### src/rtl/apt_pkg.sv
package apt_pkg;

   typedef enum logic [1:0] {
      APT_HOLD     = 2'd0,
      APT_ACTIVATE = 2'd1,
      APT_COMPLETE = 2'd2
   } apt_op_e;

   // Idle code of the running priority: one above every legal priority.
   function automatic int apt_idle_code(input int prio_w);
      return 1 << prio_w;
   endfunction

endpackage

### src/rtl/apt_lsb_find.sv
// Finds the lowest set bit of a vector, scanning 32-bit words in
// ascending order and taking the first word that is non-zero.
module apt_lsb_find #(
   parameter int W     = 128,
   parameter int IDX_W = 7
) (
   input  logic [W-1:0]     vec,
   output logic             found,
   output logic [IDX_W-1:0] idx
);
   localparam int NW = (W + 31) / 32;
   localparam int PW = NW * 32;
   localparam int FW = $clog2(PW);

   initial begin
      assert ((1 << IDX_W) >= W) else $error("apt_lsb_find: IDX_W too narrow");
   end

   logic [PW-1:0]   padded;
   logic [NW-1:0]   w_nz;
   logic [NW*5-1:0] w_pos_flat;
   logic [FW-1:0]   full;

   assign padded = PW'(vec);

   genvar w;
   for (w = 0; w < NW; w++) begin : g_word
      logic [4:0] pos;
      always_comb begin
         pos = '0;
         for (int b = 31; b >= 0; b--) begin
            if (padded[w*32+b]) pos = 5'(b);
         end
      end
      assign w_nz[w]             = |padded[w*32 +: 32];
      assign w_pos_flat[w*5 +: 5] = pos;
   end

   always_comb begin
      full = '0;
      for (int i = NW - 1; i >= 0; i--) begin
         if (w_nz[i]) full = FW'(i * 32) + FW'(w_pos_flat[i*5 +: 5]);
      end
   end

   assign found = |w_nz;
   assign idx   = IDX_W'(full);

endmodule

### src/rtl/apt_bank.sv
// One bitmap of in-service preemption levels.
module apt_bank #(
   parameter int NLEV  = 128,
   parameter int LVL_W = 7
) (
   input  logic             clk,
   input  logic             rst_n,
   input  logic             set_en,
   input  logic [LVL_W-1:0] set_lvl,
   input  logic             clr_en,
   output logic [NLEV-1:0]  q,
   output logic [NLEV-1:0]  d
);
   always_comb begin
      d = q;
      if (set_en) begin
         d[set_lvl] = 1'b1;
      end else if (clr_en) begin
         d = q & (q - NLEV'(1));
      end
   end

   always_ff @(posedge clk or negedge rst_n) begin
      if (!rst_n) q <= '0;
      else        q <= d;
   end

endmodule

### src/rtl/active_prio_tracker.sv
module active_prio_tracker
   import apt_pkg::*;
#(
   parameter int PRIO_W     = 8,
   parameter int MIN_BPR    = 0,
   parameter int NUM_IRQ    = 96,
   parameter int IRQ_W      = 10,
   parameter bit HAS_GROUPS = 1'b1,
   parameter bit SEC_EXT    = 1'b1
) (
   input  logic              clk,
   input  logic              rst_n,
   input  logic              ack_valid,
   input  logic [PRIO_W-1:0] ack_prio,
   input  logic              ack_grp1,
   input  logic              eoi_valid,
   input  logic [IRQ_W-1:0]  eoi_irq,
   input  logic              eoi_grp1,
   input  logic              eoi_secure,
   output logic [PRIO_W:0]   run_prio,
   output logic              idle_o
);
   localparam int SHIFT = MIN_BPR + 1;
   localparam int LVL_W = PRIO_W - SHIFT;
   localparam int NLEV  = 1 << LVL_W;
   localparam logic [PRIO_W:0] IDLE = (PRIO_W+1)'(apt_idle_code(PRIO_W));

   initial begin
      assert (LVL_W >= 1) else $error("MIN_BPR leaves no preemption levels");
      assert (NUM_IRQ >= 1 && NUM_IRQ <= (1 << IRQ_W)) else $error("NUM_IRQ does not fit IRQ_W");
   end

   logic             ack_bank;
   logic             eoi_bank;
   logic             eoi_ok;
   logic [LVL_W-1:0] ack_lvl;
   logic [NLEV-1:0]  bank_q [2];
   logic [NLEV-1:0]  bank_d [2];
   logic             low_found;
   logic [LVL_W-1:0] low_lvl;
   logic [PRIO_W:0]  run_q;
   logic [PRIO_W:0]  run_d;
   apt_op_e          op;

   // Group steering variant
   if (HAS_GROUPS) begin : g_grouped
      assign ack_bank = ack_grp1;
      assign eoi_bank = eoi_grp1;
   end else begin : g_single
      assign ack_bank = 1'b0;
      assign eoi_bank = 1'b0;
   end

   assign ack_lvl = ack_prio[PRIO_W-1:SHIFT];

   // Completion acceptance: in range, something active, security filter
   logic irq_in_range;
   logic sec_block;
   assign irq_in_range = ({1'b0, eoi_irq} < (IRQ_W+1)'(NUM_IRQ));
   assign sec_block    = SEC_EXT && !eoi_secure && !eoi_bank;
   assign eoi_ok       = eoi_valid && !ack_valid && irq_in_range &&
                         (run_q != IDLE) && !sec_block;

   always_comb begin
      if (ack_valid)   op = APT_ACTIVATE;
      else if (eoi_ok) op = APT_COMPLETE;
      else             op = APT_HOLD;
   end

   genvar g;
   for (g = 0; g < 2; g++) begin : g_bank
      apt_bank #(.NLEV(NLEV), .LVL_W(LVL_W)) u_bank (
         .clk     (clk),
         .rst_n   (rst_n),
         .set_en  (op == APT_ACTIVATE && ack_bank == 1'(g)),
         .set_lvl (ack_lvl),
         .clr_en  (op == APT_COMPLETE && eoi_bank == 1'(g)),
         .q       (bank_q[g]),
         .d       (bank_d[g])
      );
   end

   apt_lsb_find #(.W(NLEV), .IDX_W(LVL_W)) u_find (
      .vec   (bank_d[0] | bank_d[1]),
      .found (low_found),
      .idx   (low_lvl)
   );

   always_comb begin
      unique case (op)
         APT_ACTIVATE: run_d = {1'b0, ack_prio};
         APT_COMPLETE: run_d = low_found ? {1'b0, low_lvl, {SHIFT{1'b0}}} : IDLE;
         default:      run_d = run_q;
      endcase
   end

   always_ff @(posedge clk or negedge rst_n) begin
      if (!rst_n) run_q <= IDLE;
      else        run_q <= run_d;
   end

   assign run_prio = run_q;
   assign idle_o   = (run_q == IDLE);

endmodule

### config.mk
export PLATFORM = sky130hd
export DESIGN_NAME = active_prio_tracker
export DESIGN_NICKNAME = d
export VERILOG_FILES = /design/src/rtl/apt_pkg.sv /design/src/rtl/apt_lsb_find.sv /design/src/rtl/apt_bank.sv /design/src/rtl/active_prio_tracker.sv
export SDC_FILE = /design/constraint.sdc
export NUM_CORES = 1
export LEC_CHECK = 0
export BUFFER_PORTS_ARGS = -buffer_cell sky130_fd_sc_hd__buf_2
export CAP_MARGIN = 20
export CORE_UTILIZATION = 25
export CTS_CLUSTER_DIAMETER = 40
export DETAILED_ROUTE_END_ITERATION = 8
export REMOVE_ABC_BUFFERS = 1
export SYNTH_ARGS = -nofsm -noshare
export SYNTH_HDL_FRONTEND = slang
export SYNTH_SLANG_ARGS = --single-unit
### constraint.sdc
create_clock -name clk -period 4 [get_ports clk]
set_input_delay 0.8 -clock clk [delete_from_list [all_inputs] [get_ports clk]]
set_output_delay 0.8 -clock clk [all_outputs]
set_load 0.01 [all_outputs]
==> reports/metrics.csv <==
metric,value,unit
status,"complete, but fails checks",
failing checks,setup timing,
Yosys top cell by area,dfrtp_1,
Crit path arrival time,4.96,ns
# Max-Cap Violations,0,
CTS Sinks,265,
Remaining DRCs,0,
CTS Root Cell,clkbuf_16,
Routed Antenna Nets,0,
io pins,35,
"Max FO, Critical Path",7,
die width,259,µm
synth top area cells,"dfrtp_1 40%, a21oi_1 10%, nor2_1 5.8%",
Initial Util,25.2,%
Multi-input gate area,10600,µm²
overall routing resource usage,31.7,%
# setup viols final,8,
CTS tree,yes,
Synth async-reset ratio,100,%
fin nets,3226,
Post-Synthesis Cells,2015,
Seq cells post-synth,265,
"commonest non-fill, non-tap cell in the layout",buf_4,
synth warn,0,
Final min period,4.44,ns
Netlist Area Pre-Place,16600,µm²
core area,65600,µm²
global-route wire length before repair,156000,µm
Psw,5.58,mW
part of the cycle the worst path needs,111,%
worst-skew pair later-pin latency,0.63,ns
sw frac,37.8,%
Pre-antenna DRT Iters,5,
vias in the first global route,23500,
vias per cell,5.73,
Slew headroom,32.0,%
clk slew on worst S/H paths,0.06,ns
startpoint types,register,
P_int,9.20,mW
Hold Slack,0.239,ns
Register Area,6630,µm²
"Cell Chain, Critical Path",or3b_4 -> or4_4 -> buf_12 -> nor3_4 -> buf_6 -> buf_6 -> nand4_1 -> a21oi_2 -> buf_4 -> nand2_2 -> or4_4 -> nor4_4 -> buf_4 -> buf_6 -> buf_6 -> and2_4 -> a21oi_4 -> a211o_1,
largest net degree at the start of global routing,97,
# fillers,6449,
Post-synth EDFFs,0,
CP Class,reg -> reg,
Num CTS Buffers,58,
share of the synthesized area in the top cell type,39.9,%
Tightest Pin Transition,1.01,ns
DIE HEIGHT,259,µm
"Distinct cells, synth",87,
placed wire-length estimate,87500,µm
VDD IR-drop max,0.000380,V
"Req. time, crit path",4.51,ns
Port Buffers,29,
htree depth,2,
DR WL/cell,26.3,µm
prevailing post-synth register cell,dfrtp_1,
Post-Route WL,108000,µm
P per Cell Area,491,nW/µm²
Worst path most repeated cell,buf_6,
Routability Congestion,1.08,
clock share of power,35.1,%
accumulated negative setup slack,-2.46,ns
LEAKAGE,14.5,nW
Iteration-0 DRC Markers,2706,
CTS Buffer Depth,3,
max frequency,225,MHz
Die Footprint,67300,µm²
"Seq/Total Area, Yosys",40.0,%
critical path's slowest cell,or4_4,
gr ovfl total,0,
Layout area overhead,81.5,%
final core utilization,45.8,%
Rows,94,
Fin Clk Skew,0.0284,ns
share of cells above drive strength 1,46.5,%
Post-Syn Area per Cell,8.22,µm²
Max stage delay on crit path,0.57,ns
initial antenna violation count,2,
CP endpoint kind,register,
max-slew violation count,0,
Final WS setup,-0.443,ns
Sequential Power Share,21.1,%
Hold Crit Class,in -> async,
vias,23600,
Final Hold Viols,0,
RSZ-0062 raised after global routing,true,
most frequent cells in the layout,"1,120 x buf_4, 332 x a21oi_1, 263 x dfrtp_1",
Combinational Power Share,43.8,%
-- what timing repair did --
action	4_1_cts	5_1_grt
pin swaps	45	59
endpoints found under the setup margin	8	8
gates resized for setup	118	84
hold buffers	0	0
setup buffers	15	33
cloned	1	0
-- final timing paths --
kind,to,start,slack (ns),cells past startpoint
max in group asynchronous,g_bank[1].u_bank.q[65]$_DFF_PN0_,rst_n,2.72,2
worst max register to register,run_prio[1]$_DFFE_PN0P_,g_bank[1].u_bank.q[0]$_DFF_PN0_,-0.44,18
min in group clk,run_prio[0]$_DFFE_PN0P_,ack_prio[0],0.42,3
worst max-delay path,run_prio[1]$_DFFE_PN0P_,g_bank[1].u_bank.q[0]$_DFF_PN0_,-0.44,18
worst min register to register,g_bank[0].u_bank.q[91]$_DFF_PN0_,g_bank[0].u_bank.q[91]$_DFF_PN0_,0.58,2
worst min-delay path,g_bank[1].u_bank.q[2]$_DFF_PN0_,rst_n,0.24,1
-- per-stage QoR --
stage | worst slack [ns] | cell area (µm²) | std cells | power [mW]
finish | -0.443 | 30100 | 4117 | 14.8
global route | -0.515 | 30100 | 4114 | 15.2
CTS | -0.275 | 29300 | 4083 | 14.4
detailed placement | -1.22 | 26500 | 3958 | 8.94
global placement | -1.12 | 26500 | 3958 | 8.95
floorplan | -0.907 | 16300 | 1939 | 5.24
-- state kept, by name, indices dropped and copies added (netlist names) --
name,count
run_prio,9
g_bank.u_bank.q,256
-- layout make-up --
type                       instances  share of cell area (%)
antenna                            3                  0.0250
clock buffer                      65                    5.16
clock inverter                    44                    1.82
inverter                          38                   0.474
multi-input combinational       1636                    35.2
sequential                       265                    22.1
tap                              864                    3.59
timing repair buffer            1202                    31.7
-- synthesized netlist by cell type, types with 5 or more instances --
master     number
or3_1          22
a21o_1         16
and4b_1         5
nand4b_1       10
buf_2           8
nor4_1        132
nor4_2         16
nand4_1        67
and3_1         18
nor3b_1         7
nor2b_1        11
nor4b_1        17
a41oi_1        17
nor3_1        143
o22ai_1         8
clkbuf_1       64
dfrtp_1       264
inv_1          38
nor3_2          6
nand2b_1       13
o2111ai_1       5
o31ai_1        11
o22a_1          9
nand2_1        98
o211ai_1        8
or4_1          21
o21ai_0        19
nand3b_1        5
and2_1         38
a31oi_1       110
a21oi_1       340
or2_2          13
a31o_2          7
nand3_1        49
nor2_1        258
a311oi_1        5
a211oi_1        5
and4_1         36
-- worst max-delay path: cells and delay by family (launching register included) --
kind                   cells  cell delay [ns]
DFF                        1             0.40
AOI/OAI and AO/OA          3             0.61
buffers and inverters      7             0.92
and+or+nand+nor            8             2.37
-- layer usage --
metal  GRT usage, %  part of all wire [%]  vias to the layer above
li1               -                     -                    10300
met1           42.1                    41                    11500
met2           46.5                    42                     1454
met3           6.99                   9.7                      366
met4           19.5                   6.8                        0
met5              0                     0                        -
-- kinds of logic (layout without fill, tap and decap cells) --
kind of cell / Yosys count / count (layout) / share of synthesized area [%]
mux: 2 / 2 / 0.121
flops: 265 / 265 / 40.0
buf+inv: 114 / 1349 / 2.76
compound gates: 620 / 620 / 22.7
simple gates: 1014 / 1014 / 34.3
other cells: 0 / 3 / 0
-- power by group through the flow --
| stage | logic, mW | registers [mW] | clock network (mW) |
|---|---|---|---|
| 5_1_grt | 6.75 | 3.13 | 5.35 |
| 4_1_cts | 6.05 | 3.10 | 5.24 |
| 3_3_place_gp | 5.82 | 3.13 | 0 |
| 3_5_place_dp | 5.81 | 3.13 | 0 |
| 2_1_floorplan | 2.10 | 3.14 | 0 |
| 6_report | 6.48 | 3.11 | 5.19 |
No activity file was read; power rests on OpenSTA's default activity.
